==> config.mk <==
export PLATFORM = sky130hd
export DESIGN_NAME = pwm3_shared_period
export DESIGN_NICKNAME = d
export VERILOG_FILES = /design/src/rtl/pwm3_pkg.sv /design/src/rtl/pwm3_regs.sv /design/src/rtl/pwm3_counter.sv /design/src/rtl/pwm3_channel.sv /design/src/rtl/pwm3_shared_period.sv
export SDC_FILE = /design/constraint.sdc
export NUM_CORES = 1
export LEC_CHECK = 0
export BUFFER_PORTS_ARGS = -buffer_cell sky130_fd_sc_hd__buf_2
export CAP_MARGIN = 20
export CORE_MARGIN = 2
export CORE_UTILIZATION = 58
export DETAILED_ROUTE_END_ITERATION = 6
export GPL_ROUTABILITY_DRIVEN = 0
export PLACE_DENSITY_LB_ADDON = 0.12
export SKIP_LAST_GASP = 1
export SYNTH_ARGS = -nofsm -noshare
export SYNTH_HDL_FRONTEND = slang
export SYNTH_HIERARCHICAL = 1
export SYNTH_SLANG_ARGS = --single-unit
==> constraint.sdc <==
create_clock -name clk -period 3.2 [get_ports clk]
set_input_delay 0.16 -clock clk [delete_from_list [all_inputs] [get_ports clk]]
set_output_delay 0.16 -clock clk [all_outputs]
set_load 0.02 [all_outputs]
==> src/rtl/pwm3_pkg.sv <==
// Package: shared widths, register addresses and the control word layout
// for the three-channel shared-period PWM.
package pwm3_pkg;
    localparam int unsigned ADDR_CTRL   = 0;
    localparam int unsigned ADDR_PERIOD = 1;
    localparam int unsigned ADDR_DUTY0  = 2;

    typedef struct packed {
        logic hold_allow;  // bit 2: hardware hold input may pause
        logic sw_pause;    // bit 1: software pause
        logic enable;      // bit 0: channels enabled
    } ctrl_t;

    localparam ctrl_t CTRL_RESET = '{hold_allow: 1'b1, sw_pause: 1'b0, enable: 1'b0};
endpackage

==> src/rtl/pwm3_regs.sv <==
// Module: pwm3_regs
// Holds the control word and the staged period and duty values written
// through the register port. Reads are combinational.
// Assumes DATA_W > CNT_W and that the address space fits ADDR_W bits.
module pwm3_regs
    import pwm3_pkg::*;
#(
    parameter int NUM_CH = 3,
    parameter int CNT_W  = 14,
    parameter int DATA_W = 16,
    parameter int ADDR_W = 3
) (
    input  logic                          clk,
    input  logic                          rst_n,
    input  logic                          wr_en,
    input  logic [ADDR_W-1:0]             wr_addr,
    input  logic [DATA_W-1:0]             wr_data,
    input  logic [ADDR_W-1:0]             rd_addr,
    output logic [DATA_W-1:0]             rd_data,
    output ctrl_t                         ctrl_o,
    output logic [CNT_W-1:0]              period_o,
    output logic [NUM_CH-1:0][CNT_W-1:0]  duty_o
);
    localparam int CTRL_W = $bits(ctrl_t);

    logic unused_wr_hi;
    assign unused_wr_hi = ^wr_data[DATA_W-1:CNT_W];

    // Control word register.
    always_ff @(posedge clk) begin
        if (!rst_n)
            ctrl_o <= CTRL_RESET;
        else if (wr_en && wr_addr == ADDR_W'(ADDR_CTRL))
            ctrl_o <= ctrl_t'(wr_data[CTRL_W-1:0]);
    end

    // Staged period register.
    always_ff @(posedge clk) begin
        if (!rst_n)
            period_o <= '0;
        else if (wr_en && wr_addr == ADDR_W'(ADDR_PERIOD))
            period_o <= wr_data[CNT_W-1:0];
    end

    // One staged duty register per channel.
    for (genvar g = 0; g < NUM_CH; g++) begin : g_duty
        always_ff @(posedge clk) begin
            if (!rst_n)
                duty_o[g] <= '0;
            else if (wr_en && wr_addr == ADDR_W'(ADDR_DUTY0 + g))
                duty_o[g] <= wr_data[CNT_W-1:0];
        end
    end

    // Read multiplexer, zero extended to the port width.
    always_comb begin
        rd_data = '0;
        if (rd_addr == ADDR_W'(ADDR_CTRL))
            rd_data = DATA_W'(ctrl_o);
        else if (rd_addr == ADDR_W'(ADDR_PERIOD))
            rd_data = DATA_W'(period_o);
        for (int i = 0; i < NUM_CH; i++)
            if (rd_addr == ADDR_W'(ADDR_DUTY0 + i))
                rd_data = DATA_W'(duty_o[i]);
    end

    // the control word leaves reset with only the hold permission set.
    p_ctrl_reset_r1: assert property (@(posedge clk)
        !rst_n |=> ctrl_o == CTRL_RESET);
endmodule

==> src/rtl/pwm3_counter.sv <==
// Module: pwm3_counter
// Shared period counter. It counts 0..period on each enabled strobe, holds
// while paused and clears while disabled. It owns the active period copy and
// tells the channels when staged values may be loaded.
// Assumes pause_i is synchronous to clk.
module pwm3_counter #(
    parameter int CNT_W = 14
) (
    input  logic             clk,
    input  logic             rst_n,
    input  logic             enable_i,
    input  logic             pause_i,
    input  logic             step_i,
    input  logic [CNT_W-1:0] period_pend_i,
    output logic [CNT_W-1:0] cnt_o,
    output logic             load_o
);
    logic [CNT_W-1:0] period_act;
    logic             advance;
    logic             at_top;

    assign advance = enable_i && !pause_i && step_i;
    assign at_top  = cnt_o >= period_act;
    assign load_o  = !enable_i || (advance && at_top);

    // Counter and active period: clear when off, step or wrap when running.
    always_ff @(posedge clk) begin
        if (!rst_n) begin
            cnt_o      <= '0;
            period_act <= '0;
        end else if (!enable_i) begin
            cnt_o      <= '0;
            period_act <= period_pend_i;
        end else if (advance) begin
            if (at_top) begin
                cnt_o      <= '0;
                period_act <= period_pend_i;
            end else begin
                cnt_o <= cnt_o + 1'b1;
            end
        end
    end

    // the counter never passes the active period.
    p_cnt_bound_r3: assert property (@(posedge clk) disable iff (!rst_n)
        cnt_o <= period_act);
    // without a strobe an enabled counter stays put.
    p_no_step_r3: assert property (@(posedge clk) disable iff (!rst_n)
        (enable_i && !step_i) |=> $stable(cnt_o));
    // a pause freezes the counter.
    p_pause_hold_r5: assert property (@(posedge clk) disable iff (!rst_n)
        (enable_i && pause_i) |=> $stable(cnt_o));
    // disabling returns the counter to zero.
    p_off_clear_r8: assert property (@(posedge clk) disable iff (!rst_n)
        !enable_i |=> cnt_o == '0);
    // the active period only changes at a counter origin.
    p_period_at_wrap_r9: assert property (@(posedge clk) disable iff (!rst_n)
        !$stable(period_act) |-> cnt_o == '0);
endmodule

==> src/rtl/pwm3_channel.sv <==
// Module: pwm3_channel
// One PWM comparator with its own active duty copy, which is refreshed from
// the staged value only when the counter module raises load_i.
module pwm3_channel #(
    parameter int CNT_W = 14
) (
    input  logic             clk,
    input  logic             rst_n,
    input  logic             enable_i,
    input  logic             load_i,
    input  logic [CNT_W-1:0] duty_pend_i,
    input  logic [CNT_W-1:0] cnt_i,
    output logic             pwm_o
);
    logic [CNT_W-1:0] duty_act;

    // Active duty copy, reloaded at wrap or while disabled.
    always_ff @(posedge clk) begin
        if (!rst_n)
            duty_act <= '0;
        else if (load_i)
            duty_act <= duty_pend_i;
    end

    // Compare: high while the counter is below the duty value.
    always_comb pwm_o = enable_i && (cnt_i < duty_act);

    // the active duty only changes when the counter sits at zero.
    p_duty_at_wrap_r9: assert property (@(posedge clk) disable iff (!rst_n)
        !$stable(duty_act) |-> cnt_i == '0);
endmodule

==> src/rtl/pwm3_shared_period.sv <==
// Module: pwm3_shared_period (top)
// Three PWM channels that share one period counter. It joins the register
// file, the counter and one comparator per channel, and it combines the
// software pause with the permitted hardware hold.
// Assumes hw_hold and cnt_en are synchronous to clk.
module pwm3_shared_period
    import pwm3_pkg::*;
#(
    parameter int NUM_CH = 3,
    parameter int CNT_W  = 14,
    parameter int DATA_W = 16,
    parameter int ADDR_W = 3
) (
    input  logic              clk,
    input  logic              rst_n,
    input  logic              cnt_en,
    input  logic              wr_en,
    input  logic [ADDR_W-1:0] wr_addr,
    input  logic [DATA_W-1:0] wr_data,
    input  logic [ADDR_W-1:0] rd_addr,
    output logic [DATA_W-1:0] rd_data,
    input  logic              hw_hold,
    output logic [NUM_CH-1:0] pwm_out
);
    ctrl_t                        ctrl;
    logic [CNT_W-1:0]             period_pend;
    logic [NUM_CH-1:0][CNT_W-1:0] duty_pend;
    logic [CNT_W-1:0]             cnt;
    logic                         load;
    logic                         paused;

    // Pause source: software bit, or hardware hold when permitted.
    always_comb paused = ctrl.sw_pause || (ctrl.hold_allow && hw_hold);

    pwm3_regs #(
        .NUM_CH(NUM_CH), .CNT_W(CNT_W), .DATA_W(DATA_W), .ADDR_W(ADDR_W)
    ) u_regs (
        .clk(clk), .rst_n(rst_n), .wr_en(wr_en), .wr_addr(wr_addr),
        .wr_data(wr_data), .rd_addr(rd_addr), .rd_data(rd_data),
        .ctrl_o(ctrl), .period_o(period_pend), .duty_o(duty_pend)
    );

    pwm3_counter #(.CNT_W(CNT_W)) u_counter (
        .clk(clk), .rst_n(rst_n), .enable_i(ctrl.enable), .pause_i(paused),
        .step_i(cnt_en), .period_pend_i(period_pend), .cnt_o(cnt), .load_o(load)
    );

    for (genvar g = 0; g < NUM_CH; g++) begin : g_ch
        pwm3_channel #(.CNT_W(CNT_W)) u_ch (
            .clk(clk), .rst_n(rst_n), .enable_i(ctrl.enable), .load_i(load),
            .duty_pend_i(duty_pend[g]), .cnt_i(cnt), .pwm_o(pwm_out[g])
        );
    end

    // while paused and enabled, the outputs keep their levels.
    p_pause_out_r5: assert property (@(posedge clk) disable iff (!rst_n)
        (ctrl.enable && paused) |=> $stable(pwm_out));
    // an unpermitted hold with no software pause lets the counter run.
    p_hold_ignored_r7: assert property (@(posedge clk) disable iff (!rst_n)
        (ctrl.enable && !ctrl.hold_allow && !ctrl.sw_pause && cnt_en && cnt == '0 && period_pend != '0 && load == 1'b0)
        |=> cnt != '0);
endmodule

==> results of run 1 <==
-- registers in the layout, summed over array words and instances (netlist names) --
| signal | count |
|---|---|
| u_regs/ctrl_o | 3 |
| g_ch.u_ch/duty_act | 42 |
| u_counter/period_act | 14 |
| u_regs/duty_o | 42 |
| u_counter/cnt_o | 14 |
| u_regs/period_o | 14 |
-- routing by layer --
| layer | part of all wire [%] | GRT usage (%) |
|---|---|---|
| met1 | 45 | 38.2 |
| met2 | 45 | 45.0 |
| met3 | 6.5 | 7.02 |
| met4 | 3.3 | 13.0 |
| met5 | 0 | 0 |
-- power by group --
part / total (mW) / internal (mW) / switching, mW / leakage [nW]
clock: 1.84 / 1.15 / 0.693 / 0.274
combinational: 0.231 / 0.0873 / 0.144 / 1.89
sequential: 1.65 / 1.63 / 0.0192 / 1.04
total: 3.73 / 2.87 / 0.856 / 3.21
-- layout by cell type, fill, tap and decap left out, types with 17 or more instances in the layout --
cell         n
a21boi_0    27
a21oi_1     23
buf_2       40
clkbuf_16   17
dfxtp_1    129
ha_1        54
inv_1       63
mux2i_1     77
nand2_1    114
nand3_1     30
nor2b_1     47
o21ai_0     29
-- cells by family (layout without fill, tap and decap cells) --
family | Yosys count | after routing | share of synthesized area [%]
simple gates | 255 | 255 | 19.3
compound gates | 130 | 130 | 12.8
flops | 129 | 129 | 37.5
buf+inv | 106 | 149 | 7.64
mux | 77 | 77 | 11.2
fa+ha+maj | 54 | 54 | 9.82
xor+xnor | 13 | 13 | 1.66
other cells | 1 | 2 | 0.0545
-- repair_timing --
action                    4_1_cts  5_1_grt
gates resized for setup         0        0
hold buffers                    3        0
hold endpoints to repair        4        0
-- path summary, 6_finish.rpt --
kind / startpoint / to / slack (ns) / depth (start not counted)
worst max register to register: u_counter/cnt_o[11] / g_ch[0].u_ch/duty_act[4] / 0.54 / 9
worst min-delay path: wr_data[10] / u_regs/duty_o[10] / 0.02 / 3
worst max-delay path: u_counter/cnt_o[11] / g_ch[0].u_ch/duty_act[4] / 0.54 / 9
worst min register to register: u_counter/period_act[1] / u_counter/period_act[1] / 0.46 / 2
-- worst max-delay path, cell delays in order (launching register included) --
cell and delay (ns):
dfxtp_1 0.40, ha_1 0.35, nand4_1 0.16, o221ai_1 0.38, a21oi_1 0.07, o221a_1 0.27, inv_2 0.06, buf_4 0.43
mux2i_1 0.31, nor2b_1 0.08
-- through the flow --
stage | area, um2 | setup WS, ns
global route | 7650 | 0.387
CTS | 7650 | 0.593
detailed placement | 7050 | 0.638
finish | 7650 | 0.541
global placement | 7050 | 0.738
floorplan | 6880 | 0.943
-- final cells by class --
class                   instances  share of cell area, %
clock inverters                 7                  0.997
repair buffers                 53                   3.99
clock buffers                  25                   6.47
inverters                      64                   3.14
well taps                     143                   2.34
flip-flops and latches        129                   33.7
multi-input cells             531                   49.3
==> flow_metrics.tcl, run 1 <==
set metrics [dict create \
    ys.warnings.count 6 \
    fin_cells 952 \
    grt_pass1_wl_mm 28.4 \
    ys_ff_latch 129 \
    vias_per_cell 5.83 \
    crit_type "flip-flop to flip-flop" \
    firstDrtPassIters 7 \
    fill_cells 948 \
    dieArea_um2 12700 \
    post-route-drc-count 1 \
    leakagePower_nw 3.21 \
    status "finished with violations" \
    grt_overflow 0 \
    ios 46 \
    slew_viol_final 0 \
    area_growth_pct 11.3 \
    synthFlopType "dfxtp_1" \
    grt_max_degree 78 \
    grt_pass1_vias 5596 \
    post-dp-hpwl_mm 12.3 \
    path_clk_slew_ns 0.06 \
    finClkSkew_ns 0.00935 \
    hold_viol 0 \
    failed_checks "DRC" \
    ys_seq_area_share_pct 37.5 \
    fp-row-count 39 \
    synth-edff-count 0 \
    drive_above_1_share_pct 12.5 \
    clock_latency_ns 0.43 \
    period_needed_ns 2.66 \
    first_iter_violations 392 \
    synth_top_area_share_pct 37.5 \
    clockRootBuffer "clkbuf_16" \
    syn_area_per_cell_um2 8.99 \
    drt_wl_total_mm 17.6 \
    synth_area_leaders "dfxtp_1 (38%), mux2i_1 (11%), ha_1 (9.8%)" \
    whs_ns 0.0151 \
    start_util_pct 59.7 \
    synth.most_common_cell "dfxtp_1" \
    critPathRequiredTime_ns 3.51 \
    critPathMaxFanout 30 \
    tightest_slew_ns 0.988 \
    htreeDepth 4 \
    die_w_um 113 \
    cts_tree "built" \
    clk_path_buf_depth 2 \
    synthDistinctLibCells 49 \
    peakVddDrop_mv 0.368 \
    fp.dieH_um 113 \
    core_area_um2 11500 \
    cts_buffers 17 \
    post_cts_buffers 0 \
    layout.nets 877 \
    multi_input_area_um2 3770 \
    place_inst 917 \
    rsz0062_at_grt "no" \
    final_core_util_pct 66.5 \
    grt_usage_pct 28.9 \
    vias 5549 \
    hold_class "primary input to flip-flop" \
    portBuffers 41 \
    antenna_found_initial 0 \
    finalSetupTns_ns 0 \
    fin_crit_sh_pct 83.1 \
    cts_num_sinks 129 \
    max_slew_margin_pct 33.8 \
    synthCells 765 \
    syn_area_um2 6880 \
    num_antenna_cells 0 \
    async_flop_share_pct 0 \
    cp-end-kind "flip-flop" \
    critPathArrivalTime_ns 2.97 \
    p_per_area_nw_per_um2 487 \
    setup_violations 0 \
    final-seq-area_um2 2580 \
    max-cap-violations 0 \
    wire_per_inst_um 18.5 \
    synth_top_cells_by_count "dfxtp_1 (129), nand2_1 (114), mux2i_1 (77), inv_1 (63), ha_1 (54)" \
    synth_area_leader_cell "dfxtp_1" \
    start_kind "flip-flop" \
    antenna_left 0 \
    finalPower_mw 3.73 \
    max_freq_mhz 376 \
]
(Power assumes the default switching activity.)
==> run 2, diff against run 1 <==
Settings changed: CORE_UTILIZATION 58 to 55.
Clock period 3.2 ns to 2.38 ns, I/O delays scaled along.
==> flow_metrics.tcl, run 2 (synthesis results as in run 1) <==
set metrics [dict create \
    grt_pass1_vias 5372 \
    firstDrtPassIters 6 \
    htreeDepth 4 \
    cp_slowest_stage_delay_ns 0.33 \
    post-route-drc-count 0 \
    start_util_pct 56.8 \
    clk_path_buf_depth 2 \
    fp-row-count 40 \
    antenna_found_initial 0 \
    fp.dieH_um 116 \
    wire_per_inst_um 18.3 \
    final_cell_mix "dfxtp_1 (129), nand2_1 (114), mux2i_1 (77)" \
    drive_above_1_share_pct 14.4 \
    p_seq_share_pct 42.6 \
    crit_chain "inv_1, ha_1, nand4_1, o221ai_1, a21oi_1, o221a_1, inv_2, clkbuf_16, mux2i_1, nor2b_1" \
    fill_cells 1017 \
    period_needed_ns 2.23 \
    vias 5619 \
    setup_violations 0 \
    hold_class "primary input to flip-flop" \
    max_freq_mhz 448 \
    peakVddDrop_mv 0.622 \
    critPathRequiredTime_ns 2.68 \
    critPathArrivalTime_ns 2.53 \
    dieArea_um2 13400 \
    path_clk_slew_ns 0.06 \
    grt_pass1_wl_mm 28.7 \
    clockRootBuffer "clkbuf_16" \
    fin_crit_sh_pct 93.7 \
    slowest_stage "dfxtp_1" \
    whs_path_depth 4 \
    finClkSkew_ns 0.00541 \
    cts.repair.resized 0 \
    area_growth_pct 16.6 \
    layout.nets 908 \
    cp_num_buf_inv 3 \
    antenna_left 0 \
    intPower_mw 4.05 \
    clock_latency_ns 0.42 \
    swShare_pct 22.3 \
    critical_path.top_delay_family "compound AO/OA/AOI/OAI gates" \
    multi_input_area_um2 3770 \
    die_w_um 116 \
    path_depth 10 \
    p_sw_mw 1.16 \
    critPathMaxFanout 21 \
    top_regs "g_ch.u_ch/duty_act (42), u_regs/duty_o (42)" \
    rsz0062_at_grt "no" \
    slew_viol_final 0 \
    grt_usage_pct 28.5 \
    grt_max_degree 80 \
    r2r_cells 10 \
    start_kind "flip-flop" \
    tightest_slew_ns 0.759 \
    num_antenna_cells 0 \
    ios 46 \
    leakagePower_nw 3.40 \
    hold_viol 0 \
    cts_num_sinks 129 \
    final-seq-area_um2 2580 \
    core_area_um2 12100 \
    cts_tree "built" \
    final_core_util_pct 66.2 \
    portBuffers 41 \
    max_slew_margin_pct 49.4 \
    status "finished clean" \
    grt_overflow 0 \
    vias_per_cell 5.59 \
    p_per_area_nw_per_um2 650 \
    first_iter_violations 395 \
    final_common_cell "dfxtp_1" \
    pwr-share-comb_pct 6.5 \
    p_clk_share_pct 51.0 \
    drt_wl_total_mm 18.4 \
    cts_buffers 17 \
    cp-end-kind "flip-flop" \
    crit_type "flip-flop to flip-flop" \
    finalSetupTns_ns 0 \
    max-cap-violations 0 \
    post-dp-hpwl_mm 12.7 \
]
## run 2: cell types whose count changed in the layout (fill, tap and decap cells not counted)
cell and change:
clkinv_4 -1, inv_6 +1, clkbuf_8 -1, clkbuf_16 +1
buf_12 +2, bufinv_16 +2, dlygate4sd3_1 +11, clkinvlp_4 -1
buf_4 +17, clkbuf_1 -2
## run 2: cell type report
| cell class | instances | area share, % |
|---|---|---|
| inverters | 64 | 3.00 |
| multi-input cells | 531 | 47.1 |
| repair buffers | 84 | 7.58 |
| well taps | 168 | 2.62 |
| clock inverters | 8 | 1.61 |
| flip-flops and latches | 129 | 32.2 |
| clock buffers | 22 | 5.91 |
## run 2: routing by layer
layer	share of wire, %	vias up	GRT usage, %	wire (um)
met5	0	-	0	0
met4	1.8	0	7.94	329
met3	6.7	19	6.80	1230
met2	46	209	46.0	8440
met1	46	2645	38.4	8430
li1	-	2746	-	-
## run 2: repair_timing
item / CTS / global route
hold buffers: 14 / 0
setup endpoints to repair: 0 / 9
buffers inserted: 0 / 0
hold endpoints to repair: 39 / 0
## run 2: power groups by stage
stage                     Sequential (mW)  Combinational [mW]  Clock, mW
after floorplan                      2.26               0.214          0
after global routing                 2.22               0.362       2.80
after CTS                            2.22               0.329       2.70
after detailed placement             2.27               0.309          0
after global placement               2.26               0.301          0
final                                2.22               0.337       2.66
## run 2: worst paths after layout
| check | startpoint | endpoint | slack [ns] |
|---|---|---|---|
| hold reg to reg | u_counter/period_act[6] | u_counter/period_act[6] | 0.46 |
| setup reg to reg | u_counter/period_act[11] | g_ch[2].u_ch/duty_act[9] | 0.15 |
| hold / removal | wr_addr[2] | u_regs/ctrl_o[2] | 0.17 |
| setup / recovery | u_counter/period_act[11] | g_ch[2].u_ch/duty_act[9] | 0.15 |
## run 2: through the flow
stage,cell area (um2),cells,power (mW),setup WS [ns],hold slack (ns)
detailed placement,7250,961,2.57,0.121,0.400
global placement,7250,961,2.56,0.191,0.384
finish,8020,1006,5.22,0.149,0.169
CTS,7990,1005,5.24,0.0902,0.137
global route,8020,1006,5.39,0.0151,0.191
floorplan,6880,766,2.47,0.123,0.247
## run 2: worst register-to-register path, stage by stage (launching register included)
cell       delay (ns)
dfxtp_1          0.33
inv_1            0.05
ha_1             0.28
nand4_1          0.12
o221ai_1         0.31
a21oi_1          0.08
o221a_1          0.27
inv_2            0.14
clkbuf_16        0.26
mux2i_1          0.22
nor2b_1          0.06
==> run 3, diff against run 2 <==
Settings changed: ABC_AREA from default to 1.
==> flow_metrics.tcl, run 3 <==
set metrics [dict create \
    p_clk_share_pct 48.7 \
    portBuffers 41 \
    final_cell_mix "nand2_1 (200), nor2_1 (148), dfxtp_1 (129)" \
    status "finished clean" \
    p_per_area_nw_per_um2 667 \
    slowest_stage "nand2_1" \
    setup_violations 0 \
    ys.warnings.count 6 \
    clockRootBuffer "clkbuf_16" \
    final_common_cell "nand2_1" \
    critPathRequiredTime_ns 2.67 \
    vias 6162 \
    fp-row-count 41 \
    p_seq_share_pct 42.2 \
    vias_per_cell 5.08 \
    synth_top_cells_by_count "nand2_1 (201), nor2_1 (148), dfxtp_1 (129), inv_1 (117), o21ai_0 (62)" \
    synth-edff-count 0 \
    intPower_mw 3.97 \
    hold_viol 0 \
    finalSetupTns_ns 0 \
    crit_chain "inv_1, ha_1, nand2_1, nor2_1, nand2_1, nor2_1, nand2_1, nand3_1, nand2_1, buf_4, nand2_1, nor3_1" \
    post-route-drc-count 0 \
    antenna_found_initial 0 \
    grt_max_degree 47 \
    max_freq_mhz 474 \
    clock_latency_ns 0.42 \
    path_clk_slew_ns 0.06 \
    critical-path-top-cell-by-count "nand2_1" \
    cts_tree "built" \
    finClkSkew_ns 0.0105 \
    swShare_pct 26.4 \
    start_util_pct 55.9 \
    grt_pass1_vias 5551 \
    grt_usage_pct 26.8 \
    start_kind "flip-flop" \
    max-cap-violations 0 \
    synthDistinctLibCells 35 \
    first_iter_violations 350 \
    syn_area_per_cell_um2 7.27 \
    syn_area_um2 7020 \
    p_sw_mw 1.42 \
    drt_wl_total_mm 17.0 \
    area_growth_pct 15.1 \
    synth_area_leader_cell "dfxtp_1" \
    num_antenna_cells 0 \
    peakVddDrop_mv 0.536 \
    antenna_left 0 \
    layout.nets 1108 \
    leakagePower_nw 3.54 \
    ios 46 \
    top_regs "g_ch.u_ch/duty_act (42), u_regs/duty_o (42)" \
    dieArea_um2 13700 \
    worst_slack_ns 0.269 \
    clk_path_buf_depth 2 \
    crit_type "flip-flop to flip-flop" \
    cts_num_sinks 129 \
    grt_pass1_wl_mm 27.8 \
    fin_crit_sh_pct 88.7 \
    rsz0062_at_grt "no" \
    cts_buffers 17 \
    fp.dieH_um 117 \
    synth_area_leaders "dfxtp_1 (37%), nand2_1 (11%), ha_1 (9.6%)" \
    synthFlopType "dfxtp_1" \
    ys_ff_latch 129 \
    synth_top_area_share_pct 36.8 \
    critPathArrivalTime_ns 2.40 \
    tightest_slew_ns 0.538 \
    post-dp-hpwl_mm 12.6 \
    core_area_um2 12600 \
    cp-end-kind "flip-flop" \
    die_w_um 117 \
    drive_above_1_share_pct 17.4 \
    fill_cells 1192 \
    critPathMaxFanout 12 \
    firstDrtPassIters 4 \
    max_slew_margin_pct 64.0 \
    synthCells 966 \
    period_needed_ns 2.11 \
    place_ws_ns 0.171 \
    ys_seq_area_share_pct 36.8 \
    hold_class "primary input to flip-flop" \
    pwr-share-comb_pct 9.1 \
    wire_per_inst_um 14.0 \
    async_flop_share_pct 0 \
    htreeDepth 4 \
    grt_overflow 0 \
    cp_slowest_stage_delay_ns 0.34 \
    slew_viol_final 0 \
    synth.most_common_cell "nand2_1" \
]
## run 3: layer usage
| layer | GRT usage, % | share of wire [%] | up-vias |
|---|---|---|---|
| li1 | - | - | 3230 |
| met1 | 36.8 | 49 | 2777 |
| met2 | 41.8 | 44 | 139 |
| met3 | 6.85 | 5.0 | 16 |
| met4 | 7.45 | 1.2 | 0 |
| met5 | 0 | 0 | - |
## run 3: power by group through the flow
stage          clock [mW]  sequential (mW)  combinational, mW
6_report             2.62             2.28              0.490
2_1_floorplan           0             2.31              0.362
3_3_place_gp            0             2.32              0.467
3_5_place_dp            0             2.32              0.472
4_1_cts              2.68             2.28              0.487
5_1_grt              2.78             2.28              0.559
## run 3: worst paths after layout
kind,start,to,slack (ns),depth (start not counted)
worst max-delay path,u_counter/period_act[13],u_counter/cnt_o[12],0.27,12
worst min-delay path,wr_data[10],u_regs/duty_o[24],0.02,3
worst max register to register,u_counter/period_act[13],u_counter/cnt_o[12],0.27,12
worst min register to register,g_ch[0].u_ch/duty_act[13],g_ch[0].u_ch/duty_act[13],0.46,2
## run 3: area by class of cell
cell class | instances | area (um2) | area share (%)
Multi-Input combinational cell | 672 | 3680 | 45.5
Sequential cell | 129 | 2580 | 32.0
Timing Repair Buffer | 80 | 533 | 6.59
Inverter | 127 | 482 | 5.96
Clock buffer | 17 | 425 | 5.26
Tap cell | 172 | 215 | 2.66
Clock inverter | 15 | 166 | 2.06
## run 3: kinds of logic (layout without fill, tap and decap cells)
kind of cell	Yosys count	count (layout)	share of synthesized area, %
AOI/OAI and AO/OA	177	177	15.4
and+or+nand+nor	435	435	26.7
other	1	2	0.0534
buffers and inverters	166	239	11.0
adders and majority gates	54	54	9.62
DFF	129	129	36.8
xor gates and xnor gates	4	4	0.499
## run 3: through the flow
stage / hold slack (ns) / cell area, um2 / util (%) / std cells / total power, mW
floorplan: 0.232 / 7030 / - / 967 / 2.67
global placement: 0.408 / 7390 / 58.8 / 1171 / 2.79
detailed placement: 0.415 / 7390 / 58.8 / 1171 / 2.79
CTS: 0.000722 / 8070 / 64.2 / 1212 / 5.44
global route: 0.0227 / 8080 / 64.3 / 1212 / 5.62
finish: 0.0152 / 8080 / 64.3 / 1212 / 5.39
## run 3: critical path: cells and delay by family, from the launching register on
family	cells	cell delay (ns)
buf+inv	2	0.21
simple gates	9	1.15
flops	1	0.33
fa+ha+maj	1	0.28
## run 3: what timing repair did
action                     4_1_cts  5_1_grt
hold buffers                     9        0
hold endpoints to repair        22        0
setup endpoints to repair        0       31
setup buffers                    0        0
gates resized for setup          0        7
